===== config.mk =====
export PLATFORM = sky130hd
export DESIGN_NAME = async_sram_ctrl
export DESIGN_NICKNAME = d
export VERILOG_FILES = /design/src/rtl/async_sram_pkg.sv /design/src/rtl/asram_seq.sv /design/src/rtl/asram_strobe.sv /design/src/rtl/asram_datapath.sv /design/src/rtl/async_sram_ctrl.sv
export SDC_FILE = /design/constraint.sdc
export NUM_CORES = 1
export LEC_CHECK = 0
export BUFFER_PORTS_ARGS = -buffer_cell sky130_fd_sc_hd__buf_2
export CAP_MARGIN = 20
export CORE_ASPECT_RATIO = 0.6
export CORE_MARGIN = 2
export CORE_UTILIZATION = 45
export DETAILED_ROUTE_END_ITERATION = 7
export HOLD_SLACK_MARGIN = 0.05
export PLACE_DENSITY_LB_ADDON = 0.1
export RECOVER_POWER = 50
export SYNTH_ARGS = -nofsm -noshare
export SYNTH_HDL_FRONTEND = slang
export SYNTH_HIERARCHICAL = 1
export SYNTH_SLANG_ARGS = --single-unit

===== constraint.sdc =====
create_clock -name clk -period 6.45 [get_ports clk]
set_clock_uncertainty 0.15 [all_clocks]
set_input_delay 0 -clock clk [delete_from_list [all_inputs] [get_ports clk]]
set_output_delay 0 -clock clk [all_outputs]
set_load 0.05 [all_outputs]

===== src/rtl/async_sram_pkg.sv =====
package async_sram_pkg;

   typedef enum logic [2:0] {
      ST_IDLE,
      ST_TURN,
      ST_WRP,
      ST_WRH,
      ST_RD
   } seq_state_t;

   function automatic int unsigned ps_to_cyc(input int unsigned t_ps, input int unsigned clk_ps);
      return (t_ps + clk_ps - 1) / clk_ps;
   endfunction

   function automatic int unsigned umax(input int unsigned a, input int unsigned b);
      return (a > b) ? a : b;
   endfunction

endpackage


===== src/rtl/asram_seq.sv =====
module asram_seq
   import async_sram_pkg::*;
#(
   parameter int unsigned WP_CYC   = 6,
   parameter int unsigned WH_CYC   = 1,
   parameter int unsigned RD_CYC   = 7,
   parameter int unsigned AA_CYC   = 7,
   parameter int unsigned TURN_CYC = 3,
   parameter int unsigned CW       = 3
)(
   input  logic       clk,
   input  logic       rst_n,
   input  logic       req_valid,
   input  logic       req_write,
   output logic       req_ready,
   output logic       accept,
   output logic       cap,
   output seq_state_t st_nx
);
   localparam logic [CW-1:0] L_WP   = CW'(WP_CYC - 1);
   localparam logic [CW-1:0] L_WH   = CW'(WH_CYC - 1);
   localparam logic [CW-1:0] L_RD   = CW'(RD_CYC - 1);
   localparam logic [CW-1:0] L_AA   = CW'(AA_CYC - 1);
   localparam logic [CW-1:0] L_TURN = CW'((TURN_CYC > 0) ? TURN_CYC - 1 : 0);
   localparam bit            HAS_TURN = (TURN_CYC > 0);

   seq_state_t      st_q, nx;
   logic [CW-1:0]   cnt_q, cnt_nx;
   logic            pend_wr_q, last_wr_q, last_vld_q;

   assign req_ready = (st_q == ST_IDLE);
   assign accept    = req_valid && req_ready;
   assign st_nx     = nx;

   always_comb begin
      nx     = st_q;
      cnt_nx = cnt_q + 1'b1;
      cap    = 1'b0;
      unique case (st_q)
         ST_IDLE: begin
            cnt_nx = '0;
            if (accept) begin
               if (HAS_TURN && last_vld_q && (last_wr_q != req_write))
                  nx = ST_TURN;
               else
                  nx = req_write ? ST_WRP : ST_RD;
            end
         end
         ST_TURN: begin
            if (cnt_q == L_TURN) begin
               cnt_nx = '0;
               nx     = pend_wr_q ? ST_WRP : ST_RD;
            end
         end
         ST_WRP: begin
            if (cnt_q == L_WP) begin
               cnt_nx = '0;
               nx     = ST_WRH;
            end
         end
         ST_WRH: begin
            if (cnt_q == L_WH) begin
               cnt_nx = '0;
               nx     = ST_IDLE;
            end
         end
         ST_RD: begin
            if (cnt_q == L_AA) cap = 1'b1;
            if (cnt_q == L_RD) begin
               cnt_nx = '0;
               nx     = ST_IDLE;
            end
         end
         default: begin
            cnt_nx = '0;
            nx     = ST_IDLE;
         end
      endcase
   end

   always_ff @(posedge clk or negedge rst_n) begin
      if (!rst_n) begin
         st_q       <= ST_IDLE;
         cnt_q      <= '0;
         pend_wr_q  <= 1'b0;
         last_wr_q  <= 1'b0;
         last_vld_q <= 1'b0;
      end else begin
         st_q  <= nx;
         cnt_q <= cnt_nx;
         if (accept) begin
            pend_wr_q  <= req_write;
            last_wr_q  <= req_write;
            last_vld_q <= 1'b1;
         end
      end
   end

endmodule


===== src/rtl/asram_strobe.sv =====
module asram_strobe
   import async_sram_pkg::*;
#(
   parameter bit WIN_BY_WE = 1'b1
)(
   input  logic       clk,
   input  logic       rst_n,
   input  seq_state_t st_nx,
   output logic       sel_n_o,
   output logic       sel_o,
   output logic       we_n_o,
   output logic       oe_n_o,
   output logic       dq_oe_o
);
   logic sel_nx, we_nx, oe_nx, dq_nx;

   generate
      if (WIN_BY_WE) begin : g_we_bounded
         assign sel_nx = (st_nx == ST_WRP) || (st_nx == ST_WRH) || (st_nx == ST_RD);
      end else begin : g_sel_bounded
         assign sel_nx = (st_nx == ST_WRP) || (st_nx == ST_RD);
      end
   endgenerate

   assign we_nx = (st_nx == ST_WRP);
   assign oe_nx = (st_nx == ST_RD);
   assign dq_nx = (st_nx == ST_WRP) || (st_nx == ST_WRH);

   always_ff @(posedge clk or negedge rst_n) begin
      if (!rst_n) begin
         sel_n_o <= 1'b1;
         sel_o   <= 1'b0;
         we_n_o  <= 1'b1;
         oe_n_o  <= 1'b1;
         dq_oe_o <= 1'b0;
      end else begin
         sel_n_o <= !sel_nx;
         sel_o   <= sel_nx;
         we_n_o  <= !we_nx;
         oe_n_o  <= !oe_nx;
         dq_oe_o <= dq_nx;
      end
   end

endmodule


===== src/rtl/asram_datapath.sv =====
module asram_datapath #(
   parameter int unsigned ADDR_W = 18,
   parameter int unsigned DATA_W = 8
)(
   input  logic              clk,
   input  logic              rst_n,
   input  logic              accept,
   input  logic              cap,
   input  logic [ADDR_W-1:0] req_addr,
   input  logic [DATA_W-1:0] req_wdata,
   input  logic [DATA_W-1:0] mem_dq_in,
   output logic [ADDR_W-1:0] mem_addr,
   output logic [DATA_W-1:0] mem_dq_out,
   output logic [DATA_W-1:0] rd_data,
   output logic              rd_valid
);
   always_ff @(posedge clk or negedge rst_n) begin
      if (!rst_n) begin
         mem_addr   <= '0;
         mem_dq_out <= '0;
         rd_data    <= '0;
         rd_valid   <= 1'b0;
      end else begin
         if (accept) begin
            mem_addr   <= req_addr;
            mem_dq_out <= req_wdata;
         end
         if (cap) rd_data <= mem_dq_in;
         rd_valid <= cap;
      end
   end

endmodule


===== src/rtl/async_sram_ctrl.sv =====
module async_sram_ctrl
   import async_sram_pkg::*;
#(
   parameter int unsigned ADDR_W    = 18,
   parameter int unsigned DATA_W    = 8,
   parameter int unsigned CLK_PS    = 8000,
   parameter int unsigned T_RC_PS   = 55000,
   parameter int unsigned T_AA_PS   = 55000,
   parameter int unsigned T_WC_PS   = 55000,
   parameter int unsigned T_WP_PS   = 40000,
   parameter int unsigned T_CW_PS   = 45000,
   parameter int unsigned T_AW_PS   = 45000,
   parameter int unsigned T_DW_PS   = 25000,
   parameter int unsigned T_HZ_PS   = 20000,
   parameter bit          WIN_BY_WE = 1'b1
)(
   input  logic              clk,
   input  logic              rst_n,
   input  logic              req_valid,
   input  logic              req_write,
   input  logic [ADDR_W-1:0] req_addr,
   input  logic [DATA_W-1:0] req_wdata,
   output logic              req_ready,
   output logic [DATA_W-1:0] rd_data,
   output logic              rd_valid,
   output logic [ADDR_W-1:0] mem_addr,
   output logic              mem_sel_n,
   output logic              mem_sel,
   output logic              mem_we_n,
   output logic              mem_oe_n,
   output logic [DATA_W-1:0] mem_dq_out,
   output logic              mem_dq_oe,
   input  logic [DATA_W-1:0] mem_dq_in
);
   localparam int unsigned AA_CYC   = umax(1, ps_to_cyc(T_AA_PS, CLK_PS));
   localparam int unsigned RD_CYC   = umax(AA_CYC, ps_to_cyc(T_RC_PS, CLK_PS));
   localparam int unsigned WP_CYC   = umax(1, umax(umax(ps_to_cyc(T_WP_PS, CLK_PS), ps_to_cyc(T_CW_PS, CLK_PS)),
                                                   umax(ps_to_cyc(T_AW_PS, CLK_PS), ps_to_cyc(T_DW_PS, CLK_PS))));
   localparam int unsigned WC_CYC   = umax(WP_CYC + 1, ps_to_cyc(T_WC_PS, CLK_PS));
   localparam int unsigned WH_CYC   = WC_CYC - WP_CYC;
   localparam int unsigned TURN_CYC = ps_to_cyc(T_HZ_PS, CLK_PS);
   localparam int unsigned MAX_CYC  = umax(umax(RD_CYC, WP_CYC), umax(WH_CYC, TURN_CYC));
   localparam int unsigned CW       = $clog2(MAX_CYC + 1);

   generate
      if (ADDR_W < 1 || DATA_W < 1) begin : g_bad_width
         $error("async_sram_ctrl: address and data widths must be nonzero");
      end
      if (CLK_PS == 0) begin : g_bad_clk
         $error("async_sram_ctrl: clock period must be nonzero");
      end
   endgenerate

   logic       accept, cap;
   seq_state_t st_nx;

   asram_seq #(
      .WP_CYC   (WP_CYC),
      .WH_CYC   (WH_CYC),
      .RD_CYC   (RD_CYC),
      .AA_CYC   (AA_CYC),
      .TURN_CYC (TURN_CYC),
      .CW       (CW)
   ) u_seq (
      .clk       (clk),
      .rst_n     (rst_n),
      .req_valid (req_valid),
      .req_write (req_write),
      .req_ready (req_ready),
      .accept    (accept),
      .cap       (cap),
      .st_nx     (st_nx)
   );

   asram_strobe #(
      .WIN_BY_WE (WIN_BY_WE)
   ) u_strobe (
      .clk     (clk),
      .rst_n   (rst_n),
      .st_nx   (st_nx),
      .sel_n_o (mem_sel_n),
      .sel_o   (mem_sel),
      .we_n_o  (mem_we_n),
      .oe_n_o  (mem_oe_n),
      .dq_oe_o (mem_dq_oe)
   );

   asram_datapath #(
      .ADDR_W (ADDR_W),
      .DATA_W (DATA_W)
   ) u_dp (
      .clk        (clk),
      .rst_n      (rst_n),
      .accept     (accept),
      .cap        (cap),
      .req_addr   (req_addr),
      .req_wdata  (req_wdata),
      .mem_dq_in  (mem_dq_in),
      .mem_addr   (mem_addr),
      .mem_dq_out (mem_dq_out),
      .rd_data    (rd_data),
      .rd_valid   (rd_valid)
   );

endmodule


[Yosys cells after proc, flatten, opt, wreduce, memory -nomap -nowiden]
Index checks and enable logic that the tools add are counted.
Cells by class
  multiplexer cells: 16
  eq/ne operators: 11
  reduce and logical (&&, ||, !) cells: 9
  add/sub/neg operators: 1
Operators by type and width (count)
  two-way mux 3 bit: 12
  equality test 3 x 2 -> 1 bit (second input constant): 5
  case mux 3 bit (5 select lines): 1
  equality test 3 bit (second input constant): 4
  case mux 3 bit (4 select lines): 1
  logical NOT 3 bit: 2
  adder 3 x 1 -> 3 bit (second input constant): 1
  equality test 3 x 1 -> 1 bit (second input constant): 1
  logical NOT 1 bit: 3
  logical AND 1 bit: 2
  logical OR 1 bit: 2
  two-way mux 1 bit: 2
  != test 1 bit: 1
Storage, ports and cells
  register bits: 48
  bits of input ports: 38

[Depth between registers and ports, before layout]
  word-level depth: 9
  gate-level depth with buffers: 8
  gate-level depth less buffers: 8

[Modules after synthesis]
Netlist, hierarchy kept.
By module, submodules not included
  asram_datapath: instances 1, area each 1390.1 sq um, cells each 73, sequential area each 875.8 sq um
  asram_seq: instances 1, area each 596.8 sq um, cells each 63, sequential area each 200.2 sq um
  asram_strobe: instances 1, area each 165.2 sq um, cells each 10, sequential area each 128.9 sq um

[Least setup slack after synthesis]
No wires, ideal clock.
  kind: register -> register
  start: register u_seq.cnt_q[0]
  end: register u_strobe.sel_n_o
  path slack: 4.296 ns
  path buffers: 0
  clock period less this slack: 2.154 ns
  cell stages (with the launch flop): 9
  arrival: 1.921 ns
  cell sequence: dfrtp_1 -> inv_1 -> ha_1 -> nand2b_1 -> or4_1 -> a21oi_1 -> a21o_1 -> or3b_4 -> nor2b_1
Between the ends
  longest elaborated chain between the ends: 7
  elaborated cells on any way between the ends: 15
RTL lines
  from (decl): RTL line asram_seq.sv:28  | logic [CW-1:0] cnt_q, cnt_nx;
  from (signal assigned): RTL line asram_seq.sv:90  | cnt_q <= cnt_nx;
  equality test 3 bit, or another cell as far along: RTL line asram_seq.sv:69  | if (cnt_q == L_RD) begin
  two-way mux 3 bit, on equally long branches
  case mux 3 bit (5 select lines) *: RTL line asram_seq.sv:39  | unique case (st_q)
  net st_nx[2]: RTL line async_sram_ctrl.sv:55  | seq_state_t st_nx;
  equality test 3 x 2 -> 1 bit: RTL line asram_strobe.sv:19  | assign sel_nx = (st_nx == ST_WRP) || (st_nx == ST_WRH) || (st_nx == ST_RD);
  logical OR 1 bit: RTL line asram_strobe.sv:19
  logical OR 1 bit *: RTL line asram_strobe.sv:19
  logical NOT 1 bit *: RTL line asram_strobe.sv:37  | sel_n_o <= !sel_nx;
  to (signal assigned): RTL line asram_strobe.sv:37
  to (decl): RTL line asram_strobe.sv:9  | output logic sel_n_o,
The timed path passes the listed nets; every way through them passes the cells marked *.
A chain may end at the register's enable or synchronous reset.

==> metrics <==
status=complete, but fails checks; failing checks=capacitance limit, slew limit; Core Footprint=about 4600 um^2; CP startpoint kind=primary input; aggregate global routing overflow=0; Cell Area, Placed=2541 um^2; Clock Latency Late Sink=between 200 and 300 ps; Layout area overhead=38.95%; die area=approximately 5400 um^2; WL/cell=13.75 um; ANT nets after route=0; # fillers=approximately 340; period utilization=0.3850; Residual DRC=0; router iterations before antenna repair=4; Reg-to-Reg Start=u_seq/cnt_q[0]; CTS root buf=clkbuf_8; most frequent cells in the layout=57 x buf_2, 45 x dfrtp_1, 36 x dlygate4sd3_1, 22 x clkbuf_1, 20 x mux2_4; Port-buffer cells=78; Post-CTS Resized=0; GPL Wtd Cong=0.7795; CTS tree=built; total number of vias=between 1.5k and 2k; layout cells sized above 1=0.4275; post-synthesis sequential area ratio=0.5599; largest net degree at the start of global routing=49; Critical Path RT=approximately 6500 ps; htree depth=2; Placed Cells=between 200 and 300; Leak=around 1.4 nW; Hold WS=265.0 ps; Finished Core Util=0.6518; Mapped Nets=around 190; CP arrival=about 2500 ps; Crit Path Max Fanout=29; # clock sinks=48; mapped cell area=2152 um^2; Mean Syn Cell Area=~15 um^2; antenna cells=0; yosys warns=6; Hold/Removal Path Class=primary input to asynchronous set/reset pin; CP Capture Type=asynchronous set/reset pin; I/O Pins=79; Rel. slew slack=-0.0003551; post-route minimum period=~2500 ps; cts hold-fix bufs=36; unrepaired setup endpoints after global routing=false; Rows=19; routed vias/inst=around 4.8; commonest non-fill, non-tap cell in the layout=buf_2; die height=~58 um; vias in the first global route=1612; initial antenna violation count=0; Bufs on Longest Clock Path=2; gr usage total=0.1756; Post-DP HPWL=2.948 mm; starting density of the core=0.4690; clock slew at reported path FFs=about 80 ps; final instance area=2990 um^2; Synth async-reset ratio=1.000; final net count=between 300 and 400; Reg2Reg Depth=8; worst vdd rail ir drop=~0.34 mV; FF-to-FF End=u_strobe/sel_n_o; post-synth cell types=38; Fin. Hold Viols=0; number of max-cap violations=1; postcts setup bufs=0; Main synth FF type=dfrtp_1; DP Worst Slack=around 4000 ps; Non-Filler Instances=between 300 and 400; Setup Viol. Count Final=0; R2R Setup Slk=4060 ps; Seq cells post-synth=48; Worst Slack Setup Final=between 3000 and 4000 ps; die width=slightly above 90 um; CTS Buf Count=5; Slew @ Worst Pin=roughly 1500 ps; Mapped Cells=146; EDFF count, synth=0; PD cells=between 500 and 600 nW/um^2; highest clock rate=approximately 400 MHz; initial DRC count=65; first-pass GRT wire length=about 7.2 mm; Routed WL=4.469 mm; Final Max Tran Viols=29; Final TNS setup=0 ps; Overall Power=1.601 mW; Setup CP Type=primary input to asynchronous set/reset pin
## synthesized netlist by cell type, types with 2 or more instances
cell type | n | area share
dfrtp_1 | 45 | 0.52
mux2_4 | 20 | 0.14
mux2_2 | 15 | 0.078
inv_1 | 5 | 0.0087
nand2b_1 | 5 | 0.015
a21oi_1 | 4 | 0.0093
ha_1 | 4 | 0.023
nor2_1 | 4 | 0.0070
o21ai_0 | 4 | 0.0093
dfstp_2 | 3 | 0.037
nand3_1 | 3 | 0.0070
a22oi_1 | 2 | 0.0070
buf_12 | 2 | 0.019
buf_2 | 2 | 0.0047
buf_4 | 2 | 0.0070
buf_6 | 2 | 0.010
nand2_1 | 2 | 0.0035
nor2b_1 | 2 | 0.0058
## routing by layer
metal / global-route usage / routed length [um] / vias up / part of all wire
met1: 0.2147 / 1914 / 769 / 0.43
met5: 0 / 0 / - / 0
met3: 0.05812 / 300 / 7 / 0.067
met4: 0.06092 / 62 / 0 / 0.014
li1: - / - / 735 / -
met2: 0.2960 / 2191 / 54 / 0.49
## report_power, final
part | leakage, nW | switching (mW) | internal [mW]
clock | 0.0541 | 0.0970 | 0.115
sequential | 0.588 | 0.0939 | 0.425
combinational | 0.784 | 0.570 | 0.301
total | 1.43 | 0.760 | 0.841
## logic make-up after synthesis
kind of cell,after synthesis,synth area share
AO/OA/AOI/OAI,17,0.05524
XOR/XNOR,2,0.008141
adder cells (fa/ha/maj),4,0.02326
buffers and inverters,14,0.05233
flip-flops,48,0.5599
multiplexers,35,0.2180
AND/OR/NAND/NOR,26,0.08314
## how the worst max path moves through the flow
stage / startpoint / endpoint / slack [ps] / cells after the start
finish: rst_n / u_seq/last_vld_q / 3970 / 3
global route: rst_n / u_seq/last_vld_q / 3430 / 3
CTS: u_seq/cnt_q[0] / u_strobe/sel_n_o / 4080 / 8
detailed placement: u_seq/cnt_q[0] / u_strobe/sel_n_o / 4100 / 8
global placement: u_seq/cnt_q[0] / u_strobe/sel_n_o / 4200 / 8
floorplan: u_seq/cnt_q[0] / u_strobe/sel_n_o / 4300 / 8
## final cells by class
type,count,area (um^2),area share
tap,63,78.83,0.02636
multi-input combinational,84,834.6,0.2791
clock buffer,5,68.82,0.02301
sequential,48,1205,0.4029
timing repair buffer,116,735.7,0.2460
inverter,6,25.02,0.008368
clock inverter,3,42.54,0.01423
## flip-flops by register name, indices dropped and copies added (netlist names)
name / cells
u_strobe/sel_o: 1
u_strobe/sel_n_o: 1
u_dp/rd_valid: 1
u_strobe/dq_oe_o: 1
u_dp/mem_dq_out: 8
u_seq/st_q: 3
u_seq/last_vld_q: 1
u_dp/rd_data: 8
u_seq/cnt_q: 3
u_dp/mem_addr: 18
u_strobe/oe_n_o: 1
u_strobe/we_n_o: 1
u_seq/last_wr_q: 1
## worst max-delay path: stages
cell	delay, ps
dlygate4sd3_1	530
clkbuf_1	780
clkbuf_1	1160
Note: power is estimated with default switching activity, not from simulation.
